==> config.mk <==
export PLATFORM = sky130hd
export DESIGN_NAME = run_repeat_decoder
export DESIGN_NICKNAME = d
export VERILOG_FILES = /design/src/rtl/run_repeat_pkg.sv /design/src/rtl/run_repeat_datapath.sv /design/src/rtl/run_repeat_ctrl.sv /design/src/rtl/run_repeat_decoder.sv
export SDC_FILE = /design/constraint.sdc
export NUM_CORES = 1
export LEC_CHECK = 0
export CAP_MARGIN = 20
export CORE_ASPECT_RATIO = 0.9
export CORE_UTILIZATION = 59
export CTS_BUF_LIST = sky130_fd_sc_hd__clkbuf_2
export DETAILED_ROUTE_END_ITERATION = 10
export DONT_BUFFER_PORTS = 1
export PLACE_DENSITY = 0.87
export SYNTH_ARGS = -nofsm -noshare
export SYNTH_HDL_FRONTEND = slang
export SYNTH_SLANG_ARGS = --single-unit
==> constraint.sdc <==
create_clock -name clk -period 1.95 [get_ports clk]
set_input_delay 0.2925 -clock clk [delete_from_list [all_inputs] [get_ports clk]]
set_output_delay 0.2925 -clock clk [all_outputs]
set_load 0.05 [all_outputs]
==> src/rtl/run_repeat_pkg.sv <==
package run_repeat_pkg;

  typedef enum logic [2:0] {
    ST_TYPE   = 3'd0,
    ST_PREFIX = 3'd1,
    ST_TAIL   = 3'd2,
    ST_RUN    = 3'd3,
    ST_TERM   = 3'd4,
    ST_ERR    = 3'd5
  } decState_e;

  // strobes from control to datapath
  typedef struct packed {
    logic takeType;
    logic prefInc;
    logic startTail;
    logic shiftTail;
    logic storeRun;
    logic loadSaved;
    logic decRun;
    logic termSel;
  } dpCtrl_t;

  // status from datapath to control
  typedef struct packed {
    logic grpFull;
    logic grpZero;
    logic firstGroup;
    logic savedEmpty;
    logic runLast;
  } dpStat_t;

endpackage

==> src/rtl/run_repeat_datapath.sv <==
module run_repeat_datapath
  import run_repeat_pkg::*;
#(
  parameter int KMAX = 13
) (
  input  logic    clk,
  input  logic    rstN,
  input  logic    inBit,
  input  dpCtrl_t ctl,
  output dpStat_t stat,
  output logic    outBit
);

  localparam int CW = KMAX + 1;
  localparam int GW = (KMAX > 2) ? $clog2(KMAX) : 1;

  logic          pol;
  logic          firstGrp;
  logic [GW-1:0] grpCnt;
  logic [CW-1:0] cnt;
  logic [CW-1:0] saved;
  logic [CW-1:0] shifted;

  assign shifted = {cnt[CW-2:0], inBit};

  always_ff @(posedge clk or negedge rstN) begin
    if (!rstN) begin
      pol      <= 1'b0;
      firstGrp <= 1'b0;
      grpCnt   <= '0;
      cnt      <= '0;
      saved    <= '0;
    end else begin
      if (ctl.takeType) begin
        pol    <= inBit;
        grpCnt <= '0;
      end
      if (ctl.prefInc)
        grpCnt <= grpCnt + GW'(1);
      if (ctl.startTail) begin
        firstGrp <= (grpCnt == '0);
        cnt      <= CW'(1);
      end
      if (ctl.shiftTail) begin
        cnt <= shifted;
        if (grpCnt != '0)
          grpCnt <= grpCnt - GW'(1);
      end
      if (ctl.storeRun)
        saved <= shifted;
      if (ctl.loadSaved)
        cnt <= saved;
      if (ctl.decRun)
        cnt <= cnt - CW'(1);
    end
  end

  always_comb begin
    stat.grpFull    = (grpCnt == GW'(KMAX - 1));
    stat.grpZero    = (grpCnt == '0);
    stat.firstGroup = firstGrp;
    stat.savedEmpty = (saved == '0);
    stat.runLast    = (cnt == CW'(3));
  end

  assign outBit = pol ^ ctl.termSel;


  run_floor_chk: assert property (@(posedge clk) disable iff (!rstN)
    ctl.decRun |-> (cnt >= CW'(3)));


  replay_nonzero_chk: assert property (@(posedge clk) disable iff (!rstN)
    ctl.loadSaved |-> (saved >= CW'(3)));


  group_range_chk: assert property (@(posedge clk) disable iff (!rstN)
    grpCnt <= GW'(KMAX - 1));

endmodule

==> src/rtl/run_repeat_ctrl.sv <==
module run_repeat_ctrl
  import run_repeat_pkg::*;
(
  input  logic    clk,
  input  logic    rstN,
  input  logic    inValid,
  input  logic    inBit,
  input  dpStat_t stat,
  output dpCtrl_t ctl,
  output logic    inReq,
  output logic    outValid,
  output logic    errFlag
);

  decState_e st;
  decState_e nxt;

  always_ff @(posedge clk or negedge rstN) begin
    if (!rstN) st <= ST_TYPE;
    else       st <= nxt;
  end

  always_comb begin
    ctl      = '0;
    nxt      = st;
    inReq    = 1'b0;
    outValid = 1'b0;
    errFlag  = (st == ST_ERR);
    case (st)
      ST_TYPE: begin
        inReq = 1'b1;
        if (inValid) begin
          ctl.takeType = 1'b1;
          nxt = ST_PREFIX;
        end
      end
      ST_PREFIX: begin
        inReq = 1'b1;
        if (inValid) begin
          if (inBit) begin
            if (stat.grpFull) nxt = ST_ERR;
            else              ctl.prefInc = 1'b1;
          end else begin
            ctl.startTail = 1'b1;
            nxt = ST_TAIL;
          end
        end
      end
      ST_TAIL: begin
        inReq = 1'b1;
        if (inValid) begin
          ctl.shiftTail = 1'b1;
          if (stat.grpZero) begin
            if (stat.firstGroup && !inBit) begin
              if (stat.savedEmpty) begin
                nxt = ST_ERR;
              end else begin
                ctl.loadSaved = 1'b1;
                nxt = ST_RUN;
              end
            end else begin
              ctl.storeRun = 1'b1;
              nxt = ST_RUN;
            end
          end
        end
      end
      ST_RUN: begin
        outValid   = 1'b1;
        ctl.decRun = 1'b1;
        if (stat.runLast) nxt = ST_TERM;
      end
      ST_TERM: begin
        outValid    = 1'b1;
        ctl.termSel = 1'b1;
        nxt = ST_TYPE;
      end
      ST_ERR: begin
        nxt = ST_ERR;
      end
      default: nxt = ST_ERR;
    endcase
  end


  handshake_excl_chk: assert property (@(posedge clk) disable iff (!rstN)
    !(inReq && outValid));


  err_sticky_chk: assert property (@(posedge clk) disable iff (!rstN)
    (st == ST_ERR) |=> (st == ST_ERR));


  term_after_run_chk: assert property (@(posedge clk) disable iff (!rstN)
    (st == ST_TERM) |=> (st == ST_TYPE));

endmodule

==> src/rtl/run_repeat_decoder.sv <==
module run_repeat_decoder
  import run_repeat_pkg::*;
#(
  parameter int KMAX = 13
) (
  input  logic clk,
  input  logic rstN,
  input  logic inValid,
  input  logic inBit,
  output logic inReq,
  output logic outValid,
  output logic outBit,
  output logic errFlag
);

  dpCtrl_t ctl;
  dpStat_t stat;

  run_repeat_ctrl u_ctrl (
    .clk      (clk),
    .rstN     (rstN),
    .inValid  (inValid),
    .inBit    (inBit),
    .stat     (stat),
    .ctl      (ctl),
    .inReq    (inReq),
    .outValid (outValid),
    .errFlag  (errFlag)
  );

  run_repeat_datapath #(.KMAX(KMAX)) u_dp (
    .clk    (clk),
    .rstN   (rstN),
    .inBit  (inBit),
    .ctl    (ctl),
    .stat   (stat),
    .outBit (outBit)
  );


  err_quiet_chk: assert property (@(posedge clk) disable iff (!rstN)
    errFlag |-> (!outValid && !inReq));


  term_flip_chk: assert property (@(posedge clk) disable iff (!rstN)
    (outValid && $past(outValid) && !$past(ctl.termSel) && ctl.termSel)
      |-> (outBit != $past(outBit)));

endmodule

Yosys cells after proc, flatten, opt, wreduce, memory -nomap -nowiden
Cells that the tools add are included.
{ "totals": {"register_bits": 37, "inputBits": 4, "out_inout_bits": 4, "wordCells": 68} }
{ "op_classes": {"add_sub_neg": 3, "eq_ne": 13, "mux": 35, "n_bitwise": 1, "reduce_logical": 10} }
{ "ops": {"columns": ["operator", "count"], "rows": [
  ["14-bit 2-to-1 mux", 4],
  ["3-bit 2-to-1 mux", 11],
  ["4-bit 2-to-1 mux", 4],
  ["3-bit case mux with 5 select lines", 1],
  ["14-bit by 2-bit == test with 1-bit output (second input constant)", 1],
  ["14-bit zero test", 1],
  ["14-bit by 1-bit subtractor with 14-bit output (second input constant)", 1],
  ["1-bit 2-to-1 mux", 12],
  ["2-bit != test (second input constant)", 5],
  ["4-bit nonzero test", 2],
  ["3-bit by 2-bit == test with 1-bit output (second input constant)", 2],
  ["3-bit == test (second input constant)", 2],
  ["2-bit 2-to-1 mux", 3],
  ["6-bit AND reduction", 1],
  ["4-bit by 1-bit adder with 4-bit output (second input constant)", 1],
  ["4-bit == test (second input constant)", 1],
  ["4-bit zero test", 1],
  ["4-bit by 1-bit subtractor with 4-bit output (second input constant)", 1],
  ["3-bit by 1-bit == test with 1-bit output (second input constant)", 1],
  ["3-bit zero test", 1],
  ["3-bit != test (second input constant)", 1],
  ["3-bit OR reduction", 1],
  ["2-bit OR reduction", 1],
  ["1-bit logical AND", 1],
  ["2 further kinds", 2]
]} }

Logic depth before layout (Yosys ltp)
Gate-level depths: netlist of the first run.
{ "depth": {"depth_word": 9, "depth_mapped": 8, "depth_no_buf": 7} }

Cells and area by module
A second synthesis of the first run with hierarchy kept.
{ "hier_totals": {"cells_unflattened": 239, "hier_area_um2": 2288.4} }
{ "modules_own_cells": {"columns": ["mod", "n_inst", "cells_each", "area_per_inst_um2", "seq_area_each_um2"], "rows": [
  ["run_repeat_datapath", 1, 198, 1983.2, 850.8],
  ["run_repeat_ctrl", 1, 41, 305.3, 75.1]
]} }

Least setup slack after synthesis of the first run
Ideal clock, no wire load.
{ "synth_path": {"path_kind": "register to output", "start": "register u_ctrl.st[2]", "end": "output outValid", "arrival_time_ns": 1.825, "required_ns": 1.657, "path_slack_ns": -0.167, "path_stages_with_launch": 4, "n_path_buf": 1, "path_cell_list": "dfrtp_1 > clkbuf_1 > nand2_1 > o21ai_0"} }
{ "synth_via": {"elab_chain_cells": 3, "elab_cells_between_ends": 4, "classes_between": "2 x eq/ne; 1 x mux; 1 x reduce/logical"} }
{ "synth_lines": {"columns": ["element", "line", "rtl"], "rows": [
  ["start, declared", "run_repeat_ctrl.sv:15", "decState_e st;"],
  ["start signal, assigned", "run_repeat_ctrl.sv:20", "else st <= nxt;"],
  ["3-bit == test / 3-bit by 2-bit == test with 1-bit output (equally long branches)", "run_repeat_ctrl.sv:29", "case (st)"],
  ["2-bit OR reduction (no source line) (*)", null, null],
  ["1-bit 2-to-1 mux (*)", "run_repeat_ctrl.sv:29", null],
  ["end, declared", "run_repeat_decoder.sv:11", "output logic outValid,"]
]} }
Every way passes the cells marked *; elsewhere a longest branch is shown, timed or not.

Worst setup path after layout of the first run
{ "layout_path": {"start": "register u_ctrl.st[1]", "end": "output outBit"} }
{ "layout_via": {"elab_chain_cells": 3} }
{ "layout_lines": {"columns": ["element", "line", "rtl"], "rows": [
  ["3-bit == test", "run_repeat_ctrl.sv:29", null],
  ["1-bit 2-to-1 mux", "run_repeat_ctrl.sv:29", null],
  ["1-bit XOR", "run_repeat_datapath.sv:66", "assign outBit = pol ^ ctl.termSel;"],
  ["end, declared", "run_repeat_decoder.sv:12", "output logic outBit,"]
]} }
No other way between the ends.

==> results of run 1 <==
-- cells in the final DEF (no fill, tap or decap), types with 4 or more instances in the layout --
| cell | n |
|---|---|
| a21oi_1 | 12 |
| a31oi_1 | 4 |
| and2_1 | 4 |
| buf_4 | 47 |
| buf_6 | 6 |
| clkbuf_2 | 6 |
| dfrtp_1 | 36 |
| inv_1 | 10 |
| mux2_2 | 13 |
| mux2i_1 | 4 |
| nand2_1 | 22 |
| nand3_1 | 8 |
| nor2_1 | 21 |
| nor2b_1 | 5 |
| nor3_1 | 9 |
| o21ai_0 | 14 |
| o21ai_1 | 4 |
-- worst register-to-register path, cell delays in order, from the launching register on --
cell and delay [ps]:
dfrtp_1 420, or4_4 570, or4b_4 520, o21ai_4 150
nand3b_1 120, a21o_1 180
-- power by group through the flow --
stage	registers [W]	logic [W]	clock network, W
final	0.00151	0.00305	0.000332
after detailed placement	0.00144	0.00225	0
after global placement	0.00142	0.00217	0
after floorplan	0.00137	0.00152	0
after global routing	0.00153	0.00323	0.000358
after CTS	0.00142	0.00249	0.000329
-- worst paths after layout --
path                       cells past startpoint  slack [ps]         start       endpoint
setup / recovery                               6         -90  u_ctrl.st[1]         outBit
hold / removal                                 1          30         inBit  u_dp.saved[0]
hold reg to reg                                1         560      u_dp.pol       u_dp.pol
max in group asynchronous                      2        1440          rstN    u_dp.cnt[7]
min in group asynchronous                      2         310          rstN  u_dp.saved[0]
setup reg to reg                               5         -80   u_dp.cnt[5]   u_ctrl.st[1]
-- metal layers --
metal | vias to the layer above | global-route usage, %
li1 | 1045 | -
met1 | 1139 | 43.18
met2 | 206 | 51.49
met3 | 63 | 6.955
met4 | 0 | 13.98
met5 | - | 0
-- final cells by class --
class	count	area share, %
Timing Repair Buffer	55	15.11
Inverter	11	1.553
Clock buffer	6	1.008
Tap cell	46	1.931
Multi-Input combinational cell	195	49.16
Clock inverter	1	0.1259
Sequential cell	37	31.11
-- registers in the layout (all words and copies together), names as in the netlist --
signal         flops
u_dp.cnt          14
u_dp.pol           1
u_dp.saved        14
u_dp.grpCnt        4
u_dp.firstGrp      1
u_ctrl.st          3
-- stage by stage --
| step | TNS, ps | util, % | hold slack [ps] |
|---|---|---|---|
| 2_1_floorplan | -46.96 | - | -3.091 |
| 3_3_place_gp | -106.2 | 68.69 | -2.454 |
| 3_5_place_dp | -743.1 | 68.69 | -2.450 |
| 4_1_cts | -246.5 | 73.73 | 30.09 |
| 5_1_grt | -1546 | 80.45 | 17.34 |
| 6_report | -457.3 | 80.45 | 26.68 |
-- logic make-up after synthesis --
group,count (synthesis),share of synthesized area [%]
buffers and inverters,26,4.723
adder cells (fa/ha/maj),4,2.197
AND/OR/NAND/NOR,113,26.58
AO/OA/AOI/OAI,60,17.30
flip-flops,37,40.64
multiplexers,17,8.182
XOR/XNOR,1,0.3845
-- timing repair --
item	4_1_cts	5_1_grt
hold buffers	2	0
cloned	0	1
pin swaps	10	18
buffers inserted	9	7
endpoints found under the setup margin	16	29
gates resized for setup	13	43
endpoints found under the hold margin	37	0
==> run metrics, run 1 <==
1st-iter DRT viols 307; Final ANT Viol Nets 0; Yosys reg bits 37; Pwr Density 1643 nW/um2; most common flop cell mapped by yosys dfrtp_1; sw frac 48.21%; unrepaired setup endpoints after global routing yes; startpoint types flip-flop; Slew headroom 64.98%; Syn. warnings 0; CTS tree done; combinational power share 62.4%; CP max stage delay 450 ps; number of enable flip-flop cells after synthesis 0; highest routed layer met4; Crit-path slowest cell dfrtp_1; Finished Cell Area 2980 um2; Row Count 21; layout cells sized above 1 35.74%; DRT Pass-1 Iters 7; met3 wire length 798 um; Area Overhead vs Synth 30.81%; synth cell count leaders 37 x dfrtp_1, 25 x nand2_1, 24 x nor2_1; all-layer global routing usage 32.53%; Yosys top cell area share 40.64%; internal power 0.002536 W; Total Wirelength 7.608 mm; Async S/R FF share, synth 100.0%; buffer type at the clock tree root clkbuf_2; critical-path cell list buf_6 -> inv_6 -> nand2_4 -> nor2_4 -> xor2_1 -> buf_4; filler instances 194; Synth area leaders dfrtp_1 41%, mux2_2 6.4%, nand2_1 4.1%, o21ai_0 4.0%, nor2_1 4.0%; Initial Utilization 61.50%; min cycle time layout 2041 ps; Final Cycle Share 104.7%; Cell Area, Synth 2278 um2; Die Wd 67.51 um; die height 60.96 um; Layout Nets 313; DRT met1 WL 2.748 mm; CP arrival 1750 ps; vias after detailed routing 2,453; cell count after synthesis 258; Clk network pwr share 6.8%; Post-DP Area 2545 um2; largest net degree at the start of global routing 38; count leader, synth dfrtp_1; # placed instances 325; worst IR drop on VDD 0.001157 V; MaxCap Viol Count 0; number of global-route vias before repair 2,028; Reg clk slew, reported paths 170 ps; Worst setup EP type output port; Worst Slack Setup Final -91.33 ps; area of the multi-input gates 1465 um2; Worst-Margin Slew 520.4 ps; Buffers on Ports 0; buffers and inverters on the worst path 3; Vias/cell 6.989; Max Slew Vio Count 0; Final Power 0.004896 W; CP max FO 6; Die ar. 4115 um2; largest area contributor in the netlist dfrtp_1; cell leakage power 1.336 nW; P_sw 0.002360 W; skew final 10.52 ps; RePlAce Congestion 0.8896; pre-CTS setup slack -117.0 ps; Netlist cell types 52; maximum clock path buffer count 2; initial antenna violation count 0; register area 927.1 um2; Syn Nets 266; ant diodes 0; Avg Cell Area, Syn 8.831 um2; first-pass GRT wire length 9.556 mm; clk sinks 37; status finished with violations; HPWL after detailed placement 4.134 mm; critical path type reg2out; GR Overflow Total 0; H-tree levels 2; latest clock arrival within the worst-skew pair 400 ps; Core Area 3705 um2; fmax 489.9 MHz; post-route insts no fill 351; failing checks negative setup slack; met2 wire length 3.540 mm; drt drc 0; sequential power share 30.9%; wire per inst 21.68 um; largest delay contributor family on the critical path buffers and inverters; number of I/O pins 8; Seq/Total Area, Yosys 40.64%; CTS Buf Count 5; type of the worst min-delay path in2reg; # setup viols final 10; Fin. Hold Viols 0; Worst EP required 1660 ps
(Power assumes the default switching activity.)
==> run 2: changes to the inputs <==
--- a/config.mk
+++ b/config.mk
@@ -11,7 +11,7 @@
 export CTS_BUF_LIST = sky130_fd_sc_hd__clkbuf_2
 export DETAILED_ROUTE_END_ITERATION = 10
 export DONT_BUFFER_PORTS = 1
-export PLACE_DENSITY = 0.87
+export PLACE_DENSITY_LB_ADDON = 0.15
 export SYNTH_ARGS = -nofsm -noshare
 export SYNTH_HDL_FRONTEND = slang
 export SYNTH_SLANG_ARGS = --single-unit
==> run 2 against run 1 <==
Die area is the same. Cell count grew 0.57%. Cell area shrank 2.2%. Sequential power shrank 5%. Largest cell class unchanged. Count of clock-buffer cells in the layout shrank 1. First-iteration DRC count shrank 33%. Register-to-register slack is essentially flat. Core utilization shrank 1.8 points. Combinational power shrank 7.9%. The run still ends with negative setup slack left. Clock power grew 6%. Global-route usage shrank 2.0 points.
==> run metrics, run 2 (synthesis results as in run 1) <==
Reg clk slew, reported paths 200 ps (+30 ps); fmax 493.6 MHz (+0.76%); commonest cells after routing, fill and taps aside 45 x buf_4, 36 x dfrtp_1, 24 x nand2_1, 23 x nor2_1, 15 x o21ai_0; Fin. Hold Viols 0 (unchanged); GR Overflow Total 0 (unchanged); commonest non-fill, non-tap cell in the layout buf_4; Total Wirelength 6.189 mm (-19%); buffer type at the clock tree root clkbuf_2; vias after detailed routing 2,202 (-10%); Initial Utilization 61.50% (unchanged); Die ar. 4115 um2 (unchanged); Worst Slack Setup Final -76.02 ps (+15.31 ps); Die Wd 67.51 um (unchanged); failing checks negative setup slack; Area Overhead vs Synth 27.90%; cell leakage power 1.330 nW (-0.43%); Pwr Density 1575 nW/um2 (-4.1%); worst IR drop on VDD 0.0007900 V (-32%); Max Slew Vio Count 0 (unchanged); pre-CTS setup slack -23.73 ps (+93.25 ps); all-layer global routing usage 30.54% (-2.0 points); largest net degree at the start of global routing 38 (unchanged); setup TNS -173.1 ps (+284.3 ps); Slew headroom 58.85% (-6.1 points); status finished with violations; filler instances 237 (+22%); Core Area 3705 um2 (unchanged); CP max FO 3 (-3); MaxCap Viol Count 0 (unchanged); maximum clock path buffer count 2 (unchanged); CP arrival 2390 ps (+640 ps); ant diodes 0 (unchanged); Vias/cell 6.238 (-11%); clk sinks 37 (unchanged); Final Cycle Share 103.9% (-0.79 points); RePlAce Congestion 0.9232 (+3.8%); startpoint types flip-flop; number of global-route vias before repair 1,846 (-9.0%); Top Registers u_dp.cnt x14, u_dp.saved x14, u_dp.grpCnt x4; Worst setup EP type flip-flop; skew final 24.57 ps (+14.05 ps); Row Count 21 (unchanged); number of I/O pins 8 (unchanged); initial antenna violation count 0 (unchanged); reg2reg setup slack -80 ps (about the same); # placed instances 329 (+1.2%); wire per inst 17.53 um (-19%); Buffers on Ports 0 (unchanged); # setup viols final 5 (-5); critical-path cell list or4_4 -> or4b_4 -> o21ai_4 -> nand3b_1 -> a21o_1; unrepaired setup endpoints after global routing yes; Layout Nets 314 (+0.32%); H-tree levels 2 (unchanged); first-pass GRT wire length 9.018 mm (-5.6%); type of the worst min-delay path in2reg; Worst-Margin Slew 615.0 ps (+94.51 ps); post-route insts no fill 353 (+0.57%); latest clock arrival within the worst-skew pair 440 ps (+40 ps); Crit-path slowest cell or4_4; Worst EP required 2310 ps (+650 ps); CP max stage delay 540 ps (+90 ps); Post-DP Area 2600 um2 (+2.2%); layout cells sized above 1 31.92% (-3.8 points); Finished Cell Area 2914 um2 (-2.2%); WHS 28.18 ps (+1.500 ps); drt drc 0 (unchanged); CTS tree done; die height 60.96 um (unchanged); HPWL after detailed placement 3.968 mm (-4.0%); min cycle time layout 2026 ps (-15.31 ps); critical path type reg2reg; CTS Buf Count 5 (unchanged); DRT Pass-1 Iters 5 (-2); Final ANT Viol Nets 0 (unchanged); 1st-iter DRT viols 206 (-33%)
run 2: final timing paths:
check                               from        endpoint  cells past startpoint
setup / recovery             u_dp.cnt[5]    u_ctrl.st[1]                      5
hold / removal                   inValid  u_dp.grpCnt[0]                      2
setup reg to reg             u_dp.cnt[5]    u_ctrl.st[1]                      5
hold reg to reg            u_dp.saved[5]     u_dp.cnt[5]                      2
max in group asynchronous           rstN     u_dp.cnt[0]                      2
min in group asynchronous           rstN    u_dp.cnt[10]                      2
run 2: critical path, delay by kind of cell, from the launching register on:
family	cells	cell delay, ps
DFF	1	420
and+or+nand+nor	3	1170
AOI/OAI and AO/OA	2	360
run 2: power by group:
group | internal, W | switching (W) | total, W
sequential | 0.00111 | 0.000316 | 0.00143
combinational | 0.00128 | 0.00153 | 0.00281
clock | 0.0000781 | 0.000273 | 0.000351
run 2: metrics by stage:
step / utilization, % / total power, W
6_report: 78.66 / 0.004589
5_1_grt: 78.66 / 0.004863
4_1_cts: 74.16 / 0.004211
3_5_place_dp: 70.18 / 0.003722
3_3_place_gp: 70.18 / 0.003678
2_1_floorplan: - / 0.002897
run 2: cell type report:
class	count	area (um2)	area share, %
well taps	46	57.56	1.975
clock buffers	5	25.02	0.8587
inverters	11	46.29	1.589
repair buffers	56	484.2	16.62
multi-input cells	195	1361	46.72
clock inverters	3	12.51	0.4294
flip-flops and latches	37	927.1	31.82
run 2: routing by layer:
metal | share of wire, % | vias to the layer above | global-route usage, %
li1 | - | 1048 | -
met1 | 45 | 1060 | 44.94
met2 | 47 | 81 | 44.55
met3 | 6.5 | 13 | 5.639
met4 | 1.7 | 0 | 10.94
met5 | 0 | - | 0
run 2: what timing repair did:
action                                 CTS  global route
setup endpoints to repair                9            18
buffers inserted                         6             6
pin swaps                                2             3
gates resized for setup                  8            28
endpoints found under the hold margin   38             1
hold buffers                             3             1
cloned                                   0             0
==> run 3: changes to the inputs <==
--- a/config.mk
+++ b/config.mk
@@ -6,11 +6,14 @@
 export NUM_CORES = 1
 export LEC_CHECK = 0
 export CAP_MARGIN = 20
+export CELL_PAD_IN_SITES_DETAIL_PLACEMENT = 0
+export CELL_PAD_IN_SITES_GLOBAL_PLACEMENT = 2
 export CORE_ASPECT_RATIO = 0.9
-export CORE_UTILIZATION = 59
+export CORE_UTILIZATION = 37
 export CTS_BUF_LIST = sky130_fd_sc_hd__clkbuf_2
 export DETAILED_ROUTE_END_ITERATION = 10
 export DONT_BUFFER_PORTS = 1
+export MAX_ROUTING_LAYER = met4
 export PLACE_DENSITY_LB_ADDON = 0.15
 export SYNTH_ARGS = -nofsm -noshare
 export SYNTH_HDL_FRONTEND = slang
==> run 3 against run 2 <==
The flow still finishes with violations (negative setup slack). Cell area grew 0.73%. First-iteration DRC count is 28% lower. Wire length is 3.0% higher. Clock skew down 1.2 ps. Cell count rose by 8.2%. Sequential power about the same. Highest routed layer unchanged. Count of clock-buffer cells in the layout is 1 higher. Largest cell class unchanged. Total power fell by 0.15%. Via count down 3.2%.
==> run metrics, run 3 (synthesis results as in run 1) <==
skew final 23.40 ps (-1.170 ps); Worst setup EP type flip-flop; reg2reg start u_dp.cnt[5]; vias after detailed routing 2,131 (-3.2%); H-tree levels 2 (unchanged); commonest cells after routing, fill and taps aside 55 x buf_4, 37 x dfrtp_1, 24 x nand2_1, 24 x nor2_1, 16 x o21ai_0; die height 76.45 um (+25%); latest clock arrival within the worst-skew pair 400 ps (-40 ps); hold_sp inBit; Top Registers u_dp.cnt x14, u_dp.saved x14, u_dp.grpCnt x4; number of global-route vias before repair 2,005 (+8.6%); CP max FO 3 (unchanged); Crit-path slowest cell or4_4; GR Overflow Total 0 (unchanged); Buffers on Ports 0 (unchanged); ant diodes 0 (unchanged); Die Wd 84.72 um (+25%); utilization after layout 50.69% (-28 points); Row Count 26 (+24%); all-layer global routing usage 21.30% (-9.2 points); failing checks negative setup slack; Reg clk slew, reported paths 190 ps (about the same); CP arrival 2330 ps (-60 ps); startpoint types flip-flop; Pwr Density 1561 nW/um2 (-0.88%); commonest non-fill, non-tap cell in the layout buf_4; critical path type reg2reg; status finished with violations; layout cells sized above 1 33.33% (+1.4 points); Worst Hold End u_dp.pol; Area Overhead vs Synth 28.83%; Vias/cell 5.579 (-11%); pre-CTS setup slack -51.86 ps (-28.13 ps); maximum clock path buffer count 2 (unchanged); wire per inst 16.68 um (-4.8%); Initial Utilization 39.35% (-22 points); hold path depth 1 (-1); MaxCap Viol Count 0 (unchanged); CP max stage delay 530 ps (about the same); # setup viols final 4 (-1); cell leakage power 1.337 nW (+0.48%); WHS 46.56 ps (+18.38 ps); Worst Slack Setup Final -76.44 ps (-0.4195 ps); worst IR drop on VDD 0.0007474 V (-5.4%); reg2reg setup slack -80 ps (about the same); Fin. Hold Viols 0 (unchanged); 1st-iter DRT viols 149 (-28%); Final ANT Viol Nets 0 (unchanged); fmax 493.5 MHz (about the same); min cycle time layout 2026 ps (+0.4195 ps); drt drc 0 (unchanged); Total Wirelength 6.373 mm (+3.0%); Final Power 0.004582 W (-0.15%); Slew headroom 76.93% (+18 points); RePlAce Congestion 0.8140 (-12%); Reg2Reg Depth 5 (unchanged); HPWL after detailed placement 4.596 mm (+16%); R2R Path End u_ctrl.st[1]; Final Cycle Share 103.9% (about the same); type of the worst min-delay path in2reg; Worst EP required 2250 ps (-60 ps); critical-path cell list or4_4 -> or4b_4 -> o21ai_4 -> nand3b_1 -> a21o_1; Die ar. 6476 um2 (+57%); Max Slew Vio Count 0 (unchanged); DRT Pass-1 Iters 6 (+1); initial antenna violation count 0 (unchanged); Layout Nets 319 (+1.6%); setup TNS -130.2 ps (+42.82 ps); CTS Buf Count 5 (unchanged); clk sinks 37 (unchanged); first-pass GRT wire length 10.51 mm (+17%); largest net degree at the start of global routing 38 (unchanged); number of I/O pins 8 (unchanged); unrepaired setup endpoints after global routing yes; buffer type at the clock tree root clkbuf_2; Core Area 5791 um2 (+56%); Worst-Margin Slew 344.8 ps (-270.1 ps); CTS tree done
run 3: worst max-delay path by stage:
stage / start / endpoint / slack, ps / cells past startpoint
6_report: u_dp.cnt[5] / u_ctrl.st[1] / -80 / 5
5_1_grt: u_dp.cnt[5] / u_ctrl.st[1] / -140 / 5
4_1_cts: u_dp.cnt[5] / u_ctrl.st[1] / -50 / 5
3_5_place_dp: u_dp.cnt[2] / u_dp.cnt[7] / -50 / 5
3_3_place_gp: u_dp.cnt[2] / u_dp.cnt[7] / -20 / 5
2_1_floorplan: u_dp.cnt[4] / u_ctrl.st[1] / -40 / 6
run 3: critical path, delay by kind of cell, from the launching register on:
family	cells	cell delay (ps)
simple gates	3	1170
flops	1	420
compound gates	2	360
run 3: layer usage:
metal | global-route usage (%) | part of all wire, % | up-vias
met2 | 30.81 | 44 | 38
li1 | - | - | 1052
met5 | - | 0 | -
met4 | 3.559 | 0.64 | 0
met3 | 3.575 | 3.9 | 8
met1 | 31.63 | 52 | 1033
run 3: final cells by class:
class	instances	area [um2]
fill	579	2855
multi-input combinational	195	1354
sequential	37	925.9
timing repair buffer	61	486.7
tap	70	87.58
inverter	11	41.29
clock buffer	6	30.03
clock inverter	2	10.01
run 3: stage by stage:
step / cells / instance area, um2
floorplan: 258 / 2285
CTS: 376 / 2801
global placement: 363 / 2680
finish: 382 / 2935
global route: 382 / 2935
detailed placement: 363 / 2680
run 3: power by group:
part           switching [W]  internal [W]  leakage [nW]  total, W
clock               0.000270     0.0000901        0.0327  0.000360
sequential          0.000306       0.00111         0.471   0.00141
combinational        0.00148       0.00133         0.833   0.00281
run 3: repair_timing:
action                                  in CTS  in global routing
pin swaps                                    0                 10
endpoints found under the hold margin       38                  0
buffers inserted                             2                  6
gates resized for setup                      7                 21
hold buffers                                 3                  0
endpoints found under the setup margin       6                 25
